[config.mk]
export PLATFORM = sky130hd
export DESIGN_NAME = alu32_bitslice
export DESIGN_NICKNAME = d
export VERILOG_FILES = /design/src/rtl/alu_bs_pkg.sv /design/src/rtl/alu_op_decode.sv /design/src/rtl/alu_slice.sv /design/src/rtl/alu_zero_detect.sv /design/src/rtl/alu32_bitslice.sv
export SDC_FILE = /design/constraint.sdc
export NUM_CORES = 1
export LEC_CHECK = 0
export ABC_CLOCK_PERIOD_IN_PS = 26900
export CAP_MARGIN = 20
export CORE_ASPECT_RATIO = 1.1
export CORE_UTILIZATION = 52
export DETAILED_ROUTE_END_ITERATION = 10
export PLACE_DENSITY_LB_ADDON = 0.12
export SYNTH_ARGS = -nofsm -noshare
export SYNTH_HDL_FRONTEND = slang
export SYNTH_SLANG_ARGS = --single-unit
[constraint.sdc]
create_clock -name vclk -period 26.9
set_input_delay 5.38 -clock vclk [all_inputs]
set_output_delay 5.38 -clock vclk [all_outputs]
set_load 0.01 [all_outputs]
[src/rtl/alu_bs_pkg.sv]
// Package: shared encodings for the bit-sliced ALU.
// Assumes a 4-bit operation code whose bit 3 inverts A and bit 2 inverts B.
package alu_bs_pkg;

    localparam int unsigned OP_W = 4;

    // Operation codes seen at the top-level port
    typedef enum logic [OP_W-1:0] {
        OP_AND = 4'b0000,
        OP_OR  = 4'b0001,
        OP_ADD = 4'b0010,
        OP_SUB = 4'b0110,
        OP_SLT = 4'b0111,
        OP_NOR = 4'b1100
    } alu_op_e;

    // Path chosen by each slice's result selector
    typedef enum logic [1:0] {
        PATH_AND  = 2'b00,
        PATH_OR   = 2'b01,
        PATH_SUM  = 2'b10,
        PATH_LESS = 2'b11
    } slice_path_e;

    // Control bundle fanned out to every slice and to the flag logic
    typedef struct packed {
        logic        a_inv;
        logic        b_inv;
        slice_path_e path;
        logic        valid;
        logic        arith;
        logic        carry_en;
    } slice_ctrl_t;

endpackage

[src/rtl/alu_op_decode.sv]
// Module: alu_op_decode
// Turns the 4-bit operation code into the slice controls and the flag enables.
// Assumes no hidden state. An unlisted code clears valid so that the top level
// forces a zero result.
module alu_op_decode
    import alu_bs_pkg::*;
(
    input  logic [OP_W-1:0] op_code,
    output slice_ctrl_t     ctrl
);

    // Purpose: map each operation code onto the shared slice controls
    always_comb begin
        ctrl = '{a_inv: 1'b0, b_inv: 1'b0, path: PATH_AND,
                 valid: 1'b0, arith: 1'b0, carry_en: 1'b0};
        unique case (op_code)
            OP_AND: begin
                ctrl.path  = PATH_AND;
                ctrl.valid = 1'b1;
            end
            OP_OR: begin
                ctrl.path  = PATH_OR;
                ctrl.valid = 1'b1;
            end
            OP_NOR: begin
                ctrl.a_inv = 1'b1;
                ctrl.b_inv = 1'b1;
                ctrl.path  = PATH_AND;
                ctrl.valid = 1'b1;
            end
            OP_ADD: begin
                ctrl.path     = PATH_SUM;
                ctrl.valid    = 1'b1;
                ctrl.arith    = 1'b1;
                ctrl.carry_en = 1'b1;
            end
            OP_SUB: begin
                ctrl.b_inv    = 1'b1;
                ctrl.path     = PATH_SUM;
                ctrl.valid    = 1'b1;
                ctrl.arith    = 1'b1;
                ctrl.carry_en = 1'b1;
            end
            OP_SLT: begin
                ctrl.b_inv    = 1'b1;
                ctrl.path     = PATH_LESS;
                ctrl.valid    = 1'b1;
                ctrl.carry_en = 1'b1;
            end
            default: begin
                ctrl.valid = 1'b0;
            end
        endcase
    end

endmodule

[src/rtl/alu_slice.sv]
// Module: alu_slice
// One bit of the ALU: optional operand inverters, AND, OR, a full adder and a
// four-way result selector. Assumes the carry chain and the less input are
// wired by the parent.
module alu_slice
    import alu_bs_pkg::*;
(
    input  logic        a_bit,
    input  logic        b_bit,
    input  logic        a_inv,
    input  logic        b_inv,
    input  logic        carry_in,
    input  logic        less_in,
    input  slice_path_e path,
    output logic        res_bit,
    output logic        carry_out
);

    logic a_eff;
    logic b_eff;
    logic sum_bit;

    // Purpose: apply the operand inverters
    always_comb begin
        a_eff = a_bit ^ a_inv;
        b_eff = b_bit ^ b_inv;
    end

    // Purpose: full adder, sum and majority carry
    always_comb begin
        sum_bit   = a_eff ^ b_eff ^ carry_in;
        carry_out = (a_eff & b_eff) | (a_eff & carry_in) | (b_eff & carry_in);
    end

    // Purpose: pick the slice output
    always_comb begin
        unique case (path)
            PATH_AND:  res_bit = a_eff & b_eff;
            PATH_OR:   res_bit = a_eff | b_eff;
            PATH_SUM:  res_bit = sum_bit;
            PATH_LESS: res_bit = less_in;
            default:   res_bit = 1'b0;
        endcase
    end

endmodule

[src/rtl/alu_zero_detect.sv]
// Module: alu_zero_detect
// Two-level OR reduction over the result word. The word is split into groups
// of GROUP bits; the group ORs are then combined. Assumes WIDTH >= 1.
module alu_zero_detect #(
    parameter int unsigned WIDTH = 32,
    parameter int unsigned GROUP = 4
) (
    input  logic [WIDTH-1:0] word,
    output logic             all_clear
);

    localparam int unsigned NGRP  = (WIDTH + GROUP - 1) / GROUP;
    localparam int unsigned PADW  = NGRP * GROUP;

    logic [PADW-1:0] padded;
    logic [NGRP-1:0] grp_any;

    // Purpose: widen the word to a whole number of groups
    always_comb begin
        padded             = '0;
        padded[WIDTH-1:0]  = word;
    end

    // Purpose: first-level OR in each group
    for (genvar g = 0; g < NGRP; g++) begin : g_grp
        assign grp_any[g] = |padded[g*GROUP +: GROUP];
    end

    // Purpose: second-level combine
    assign all_clear = ~|grp_any;

endmodule

[src/rtl/alu32_bitslice.sv]
// Module: alu32_bitslice
// Combinational ALU made from WIDTH replicated 1-bit slices on a ripple
// carry chain. Subtract and less-than inject carry 1 through the B inverter.
// The less-than bit is the sign of a-b corrected by signed overflow.
// Assumes operands are stable for the whole evaluation; there is no state.
module alu32_bitslice
    import alu_bs_pkg::*;
#(
    parameter int unsigned WIDTH = 32
) (
    input  logic [WIDTH-1:0] a,
    input  logic [WIDTH-1:0] b,
    input  logic [3:0]       op,
    output logic [WIDTH-1:0] result,
    output logic             zero,
    output logic             overflow,
    output logic             carry_out
);

    localparam int unsigned MSB = WIDTH - 1;

    slice_ctrl_t      ctrl;
    logic [WIDTH:0]   carry;
    logic [WIDTH-1:0] slice_res;
    logic             msb_sum;
    logic             raw_ovf;
    logic             set_bit;

    alu_op_decode u_dec (
        .op_code (op),
        .ctrl    (ctrl)
    );

    // Purpose: carry-in of one for subtract and less-than
    assign carry[0] = ctrl.b_inv;

    // Purpose: signed compare bit from the top bit of the difference
    always_comb begin
        msb_sum = (a[MSB] ^ ctrl.a_inv) ^ (b[MSB] ^ ctrl.b_inv) ^ carry[MSB];
        raw_ovf = carry[MSB] ^ carry[WIDTH];
        set_bit = msb_sum ^ raw_ovf;
    end

    for (genvar i = 0; i < WIDTH; i++) begin : g_slice
        if (i == 0) begin : g_lsb
            alu_slice u_bit (
                .a_bit     (a[i]),
                .b_bit     (b[i]),
                .a_inv     (ctrl.a_inv),
                .b_inv     (ctrl.b_inv),
                .carry_in  (carry[i]),
                .less_in   (set_bit),
                .path      (ctrl.path),
                .res_bit   (slice_res[i]),
                .carry_out (carry[i+1])
            );
        end else begin : g_upper
            alu_slice u_bit (
                .a_bit     (a[i]),
                .b_bit     (b[i]),
                .a_inv     (ctrl.a_inv),
                .b_inv     (ctrl.b_inv),
                .carry_in  (carry[i]),
                .less_in   (1'b0),
                .path      (ctrl.path),
                .res_bit   (slice_res[i]),
                .carry_out (carry[i+1])
            );
        end
    end

    // Purpose: gate outputs and flags by the decoded operation class
    always_comb begin
        result    = ctrl.valid ? slice_res : '0;
        overflow  = ctrl.arith & raw_ovf;
        carry_out = ctrl.carry_en & carry[WIDTH];
    end

    alu_zero_detect #(
        .WIDTH (WIDTH),
        .GROUP (4)
    ) u_zero (
        .word      (result),
        .all_clear (zero)
    );

endmodule

* After elaboration in Yosys (flattened, before gate mapping)
Cells that the tools add are included.
Operators by class: equality and inequality tests 8, muxes and demuxes 39, bitwise operators 324, reduce and logical (&&, ||, !) cells 8
Operator list (count):
- XOR 1 bit | 130
- case mux 1 bit (4 select lines) | 32
- AND 1 bit | 98
- OR 1 bit | 96
- 2-to-1 mux 32 bit | 1
- OR reduction 32 bit | 1
- == test 4 x 3 -> 1 bit, second input constant | 2
- case mux 2 bit (3 select lines) | 1
- OR reduction 3 bit | 2
- OR reduction 6 bit | 1
- 2-to-1 mux 1 bit | 5
- == test 2 bit, second input constant | 2
- == test 4 x 1 -> 1 bit, second input constant | 1
- == test 4 x 2 -> 1 bit, second input constant | 1
- == test 4 bit, second input constant | 1
- logical NOT 4 bit | 1
- == test 2 x 1 -> 1 bit, second input constant | 1
- logical NOT 2 bit | 1
- OR reduction 2 bit | 1
- logical NOT 1 bit | 1
Word-level totals: bits in registers 0, output and inout bits 35

* Depth between registers and ports, before layout
depth after elaboration 106, depth in mapped cells 43, depth with buffers taken out 42

* Hierarchy
From an unflattened synthesis, not the netlist that was laid out.
Unflattened totals: cell total of the unflattened synthesis 353, area, all modules 3522.1 um2
Modules (own cells, without submodules):
- alu_slice | instances 32, cells each 9, area an instance 96.3 um2, seq. area each 0.0 um2
- alu32_bitslice | instances 1, cells each 42, area an instance 277.8 um2, seq. area each 0.0 um2
- alu_op_decode | instances 1, cells each 12, area an instance 88.8 um2, seq. area each 0.0 um2
- alu_zero_detect | instances 1, cells each 11, area an instance 72.6 um2, seq. area each 0.0 um2

* Worst setup path after synthesis
Ideal clock, no wire load.
path type input to output, from input op[0], to output zero, arrival time 19437 ps, data required time 21520 ps, path slack 2083 ps, cell stages on the path 43, path buffers 3, cell sequence buf_4 and4bb_2 clkbuf_1 buf_2 xor2_1 inv_1 fa_1 fa_1 fa_1 fa_1 fa_1 fa_1 fa_1 fa_1 fa_1 fa_1 fa_1 fa_1 [... 7 more ...] fa_1 fa_1 fa_1 fa_1 fa_1 fa_1 fa_1 fa_1 fa_1 fa_1 fa_1 nand2b_1 a21oi_1 a21oi_1 o221a_2 nor4_1 nand3_1 nor4b_2
Between the ends: elaborated cells between the ends (all ways) 374, classes of those cells 8 x eq/ne; 37 x mux; 322 x bitwise; 7 x reduce/logical
RTL lines:
- from (decl) | RTL line alu32_bitslice.sv:13 | input logic [3:0] op,
- == test 4 bit / == test 4 x 3 -> 1 bit (equally long branches) | RTL line alu_op_decode.sv:16 | unique case (op_code)
- OR reduction 3 bit (no line)
- 2-to-1 mux 1 bit | RTL line alu_op_decode.sv:16
- XOR 1 bit | RTL line alu_slice.sv:26 | b_eff = b_bit ^ b_inv;
- AND 1 bit | RTL line alu_slice.sv:32 | carry_out = (a_eff & b_eff) | (a_eff & carry_in) | (b_eff & carry_in);
- OR 1 bit (2 in a row) | RTL line alu_slice.sv:32
- AND 1 bit | RTL line alu_slice.sv:32
- OR 1 bit (2 in a row) | RTL line alu_slice.sv:32
- [... 84 more ...]
- AND 1 bit | RTL line alu_slice.sv:32
- OR 1 bit (2 in a row) | RTL line alu_slice.sv:32
- XOR 1 bit | RTL line alu_slice.sv:31 | sum_bit = a_eff ^ b_eff ^ carry_in;
- case mux 1 bit (4 select lines) | RTL line alu_slice.sv:37 | unique case (path)
- 2-to-1 mux 32 bit (*) | RTL line alu32_bitslice.sv:74 | result = ctrl.valid ? slice_res : '0;
- named net result[31] | RTL line alu32_bitslice.sv:14 | output logic [WIDTH-1:0] result,
- OR reduction 32 bit (*) | RTL line alu_zero_detect.sv:30 | assign all_clear = ~|grp_any;
- logical NOT 1 bit (*) | RTL line alu_zero_detect.sv:30
- to (decl) | RTL line alu32_bitslice.sv:15 | output logic zero,
Mark *: on every way through the listed nets, which the timed path passes. The rest lies on a longest branch.

* Worst setup path after layout
from input op[3], to output zero
Between the ends: cells in the longest elaborated chain, start to end 106, elaborated cells between the ends (all ways) 374, classes of those cells 8 x eq/ne; 37 x mux; 322 x bitwise; 7 x reduce/logical
Ends and longest elaborated chain:
- == test 4 bit / == test 4 x 3 -> 1 bit (equally long branches) | RTL line alu_op_decode.sv:16
- OR reduction 3 bit (no line)
- 2-to-1 mux 1 bit | RTL line alu_op_decode.sv:16
- XOR 1 bit | RTL line alu_slice.sv:26
- AND 1 bit | RTL line alu_slice.sv:32, alu_slice.sv:38
- OR 1 bit (2 in a row) | RTL line alu_slice.sv:32
- AND 1 bit | RTL line alu_slice.sv:32
- OR 1 bit (2 in a row) | RTL line alu_slice.sv:32
- [... 87 more ...]
- AND 1 bit | RTL line alu_slice.sv:32
- OR 1 bit (2 in a row) | RTL line alu_slice.sv:32
- XOR 1 bit | RTL line alu32_bitslice.sv:40 | raw_ovf = carry[MSB] ^ carry[WIDTH];
- XOR 1 bit | RTL line alu32_bitslice.sv:41 | set_bit = msb_sum ^ raw_ovf;
- case mux 1 bit (4 select lines) | RTL line alu_slice.sv:37
- 2-to-1 mux 32 bit (*) | RTL line alu32_bitslice.sv:74
- OR reduction 32 bit (*) | RTL line alu_zero_detect.sv:30
- logical NOT 1 bit (*) | RTL line alu_zero_detect.sv:30
Every way passes the cells marked *; elsewhere a longest branch is shown, timed or not.

==> summary.md <==
| Metric | Value |
|---|---|
| Grt ovf | `0` |
| DR vias | `3,576` |
| Slowest cell on crit path | `clkdlybuf4s50_1` |
| Hold Vio Cnt, Final | `0` |
| Library cells used by synthesis | `56` |
| Area share of the largest cell type after synthesis | `21.2%` |
| Routed wire length | `10,700 um` |
| WHS | `11.78 ns` |
| Least-Margin Pin Slew | `0.987 ns` |
| FF+latch area | `0 um2` |
| DRT Pass-1 Iters | `5` |
| Synth area leader | `ha_1` |
| Post-route setup slack | `0.973 ns` |
| Die area | `0.00751 mm2` |
| Filler cells | `594` |
| Final Critical Period | `25.93 ns` |
| Clock buffer count | `0` |
| Worst path bufs/invs | `2` |
| Syn_nets | `634` |
| Starting density of the core | `53.5%` |
| DP Cell Count | `645` |
| Worst EP required | `21.52 ns` |
| Sum Neg Setup Slack | `0 ns` |
| Setup violators final | `0` |
| Most frequent cells in the layout | `clkdlybuf4s50_1 (101), inv_1 (74), ha_1 (63)` |
| Antenna Cells | `0` |
| Fin area | `0.00486 mm2` |
| Critical path type | `in2out` |
| Post-CTS Hold Fix Bufs | `0` |
| Final number of max-transition violations | `0` |
| RSZ-0062 raised after global routing | `no` |
| HPWL after DPL | `8700 um` |
| Vias per cell | `5.53` |
| Fmax achieved | `38.6 MHz` |
| Worst hold start | `op[1]` |
| P_leak | `2.29 nW` |
| Slew HR | `34.1%` |
| Commonest non-fill, non-tap cell in the layout | `clkdlybuf4s50_1` |
| Final ANT Viol Nets | `0` |
| Syn_area_per_cell | `7.89 um2` |
| Post-route DRC | `0` |
| Routability cong. | `0.923` |
| FFs & Latches | `0` |
| CP startpoint kind | `primary input` |
| Core Area | `0.00697 mm2` |
| Max Cap Violations | `0` |
| Share of the yosys chip area belonging to registers | `0%` |
| Final period util | `96.4%` |
| Setup crit end | `zero` |
| I/O Buffers | `103` |
| Top fanout value on the critical path | `9` |
| Synth Warn # | `0` |
| Rows | `32` |
| # nets final | `726` |
| Initial antenna violation count | `0` |
| Pin count of the biggest net entering global routing | `24` |
| GRT Overall Usage | `29.5%` |
| CP dominant cell by count | `fa_1` |
| Total power | `0.107 mW` |
| Area contributors post-synth | `ha_1 (21%), fa_1 (17%), xnor2_1 (8.2%), xor2_1 (7.8%), inv_1 (7.5%)` |
| Die width | `82.7 um` |
| P&R area growth vs syn | `30.5%` |
| Placement Cell Area | `0.00481 mm2` |
| Die H | `90.8 um` |
| Crit. Startpoint | `op[3]` |
| Vias in the first global route | `3,720` |
| Routed length per instance | `16.5 um` |
| Core Util, Final | `69.8%` |
| Hold crit path type | `in2out` |
| Crit path depth | `44` |
| Max VDD drop | `12.9 uV` |
| CP endpoint kind | `output pin` |
| CP delay by family, top | `adder cells` |
| Layout cells sized above 1 | `5.69%` |
| First-pass GRT wire length | `17,300 um` |
| Largest stage delay, worst path | `0.60 ns` |
| Non-filler instance count after layout | `647` |
| Dpl ws | `0.295 ns` |
| Pwr per Cell Area | `22.0 mW/mm2` |
| Initial DRC Count | `162` |
| Status | `completed` |
| Cell Area, Synth | `0.00372 mm2` |
| CP arrival | `20.55 ns` |
| Cell count after synthesis | `472` |
| I/O Pins | `103` |
==> worst min-delay path by stage <==
stage	end	slack (ns)	cells after the start
after floorplan	result[13]	11.08	4
after global placement	result[31]	12.02	3
after detailed placement	result[31]	12.03	3
after CTS	result[31]	12.03	3
after global routing	zero	11.85	7
final	zero	11.78	7
==> per-layer routing <==
metal,track usage (%),wire length [um],up-vias
met2,51.4,5180,156
met4,7.61,269,0
li1,-,-,1711
met1,38.4,4610,1693
met5,0,0,-
met3,2.22,629,16
==> what timing repair did <==
| item | CTS | global route |
|---|---|---|
| gates resized for setup | 0 | 8 |
| buffers inserted | 0 | 2 |
| setup endpoints to repair | 0 | 1 |
==> Yosys cell counts (2+ instances only) <==
master,n
inv_1,74
ha_1,63
xnor2_1,35
xor2_1,33
o21ai_0,32
fa_1,31
nand2_1,27
nor2_1,26
a21oi_1,19
buf_2,13
nor3_1,12
nand2b_1,8
nor2b_1,8
buf_4,7
and2_1,6
a32oi_1,5
clkbuf_1,5
mux2_2,5
o221a_2,5
a22oi_1,4
o22a_1,4
a211oi_1,3
a2bb2oi_1,3
a32o_1,3
and2b_1,3
o211a_1,3
a21o_1,2
mux2i_1,2
nor3b_1,2
o22ai_1,2
o2bb2ai_1,2
==> power breakdown <==
group | switching [mW] | leakage (nW) | total [mW] | internal, mW
clock network | 0 | 0 | 0 | 0
logic | 0.0557 | 2.29 | 0.107 | 0.0513
registers | 0 | 0 | 0 | 0
total | 0.0557 | 2.29 | 0.107 | 0.0513
==> cells by family after synthesis <==
family	after synthesis	synth area share, %
buffers and inverters	100	11.2
xor gates and xnor gates	68	16.0
adders and majority gates	94	37.8
AOI/OAI and AO/OA	99	18.3
muxes	7	2.05
and+or+nand+nor	104	14.6
==> area by class of cell <==
cell class	count	area (um2)	area share, %
inverters	74	278	5.71
well taps	85	106	2.19
multi-input cells	372	3340	68.6
repair buffers	116	1140	23.5
(Power assumes the default switching activity.)
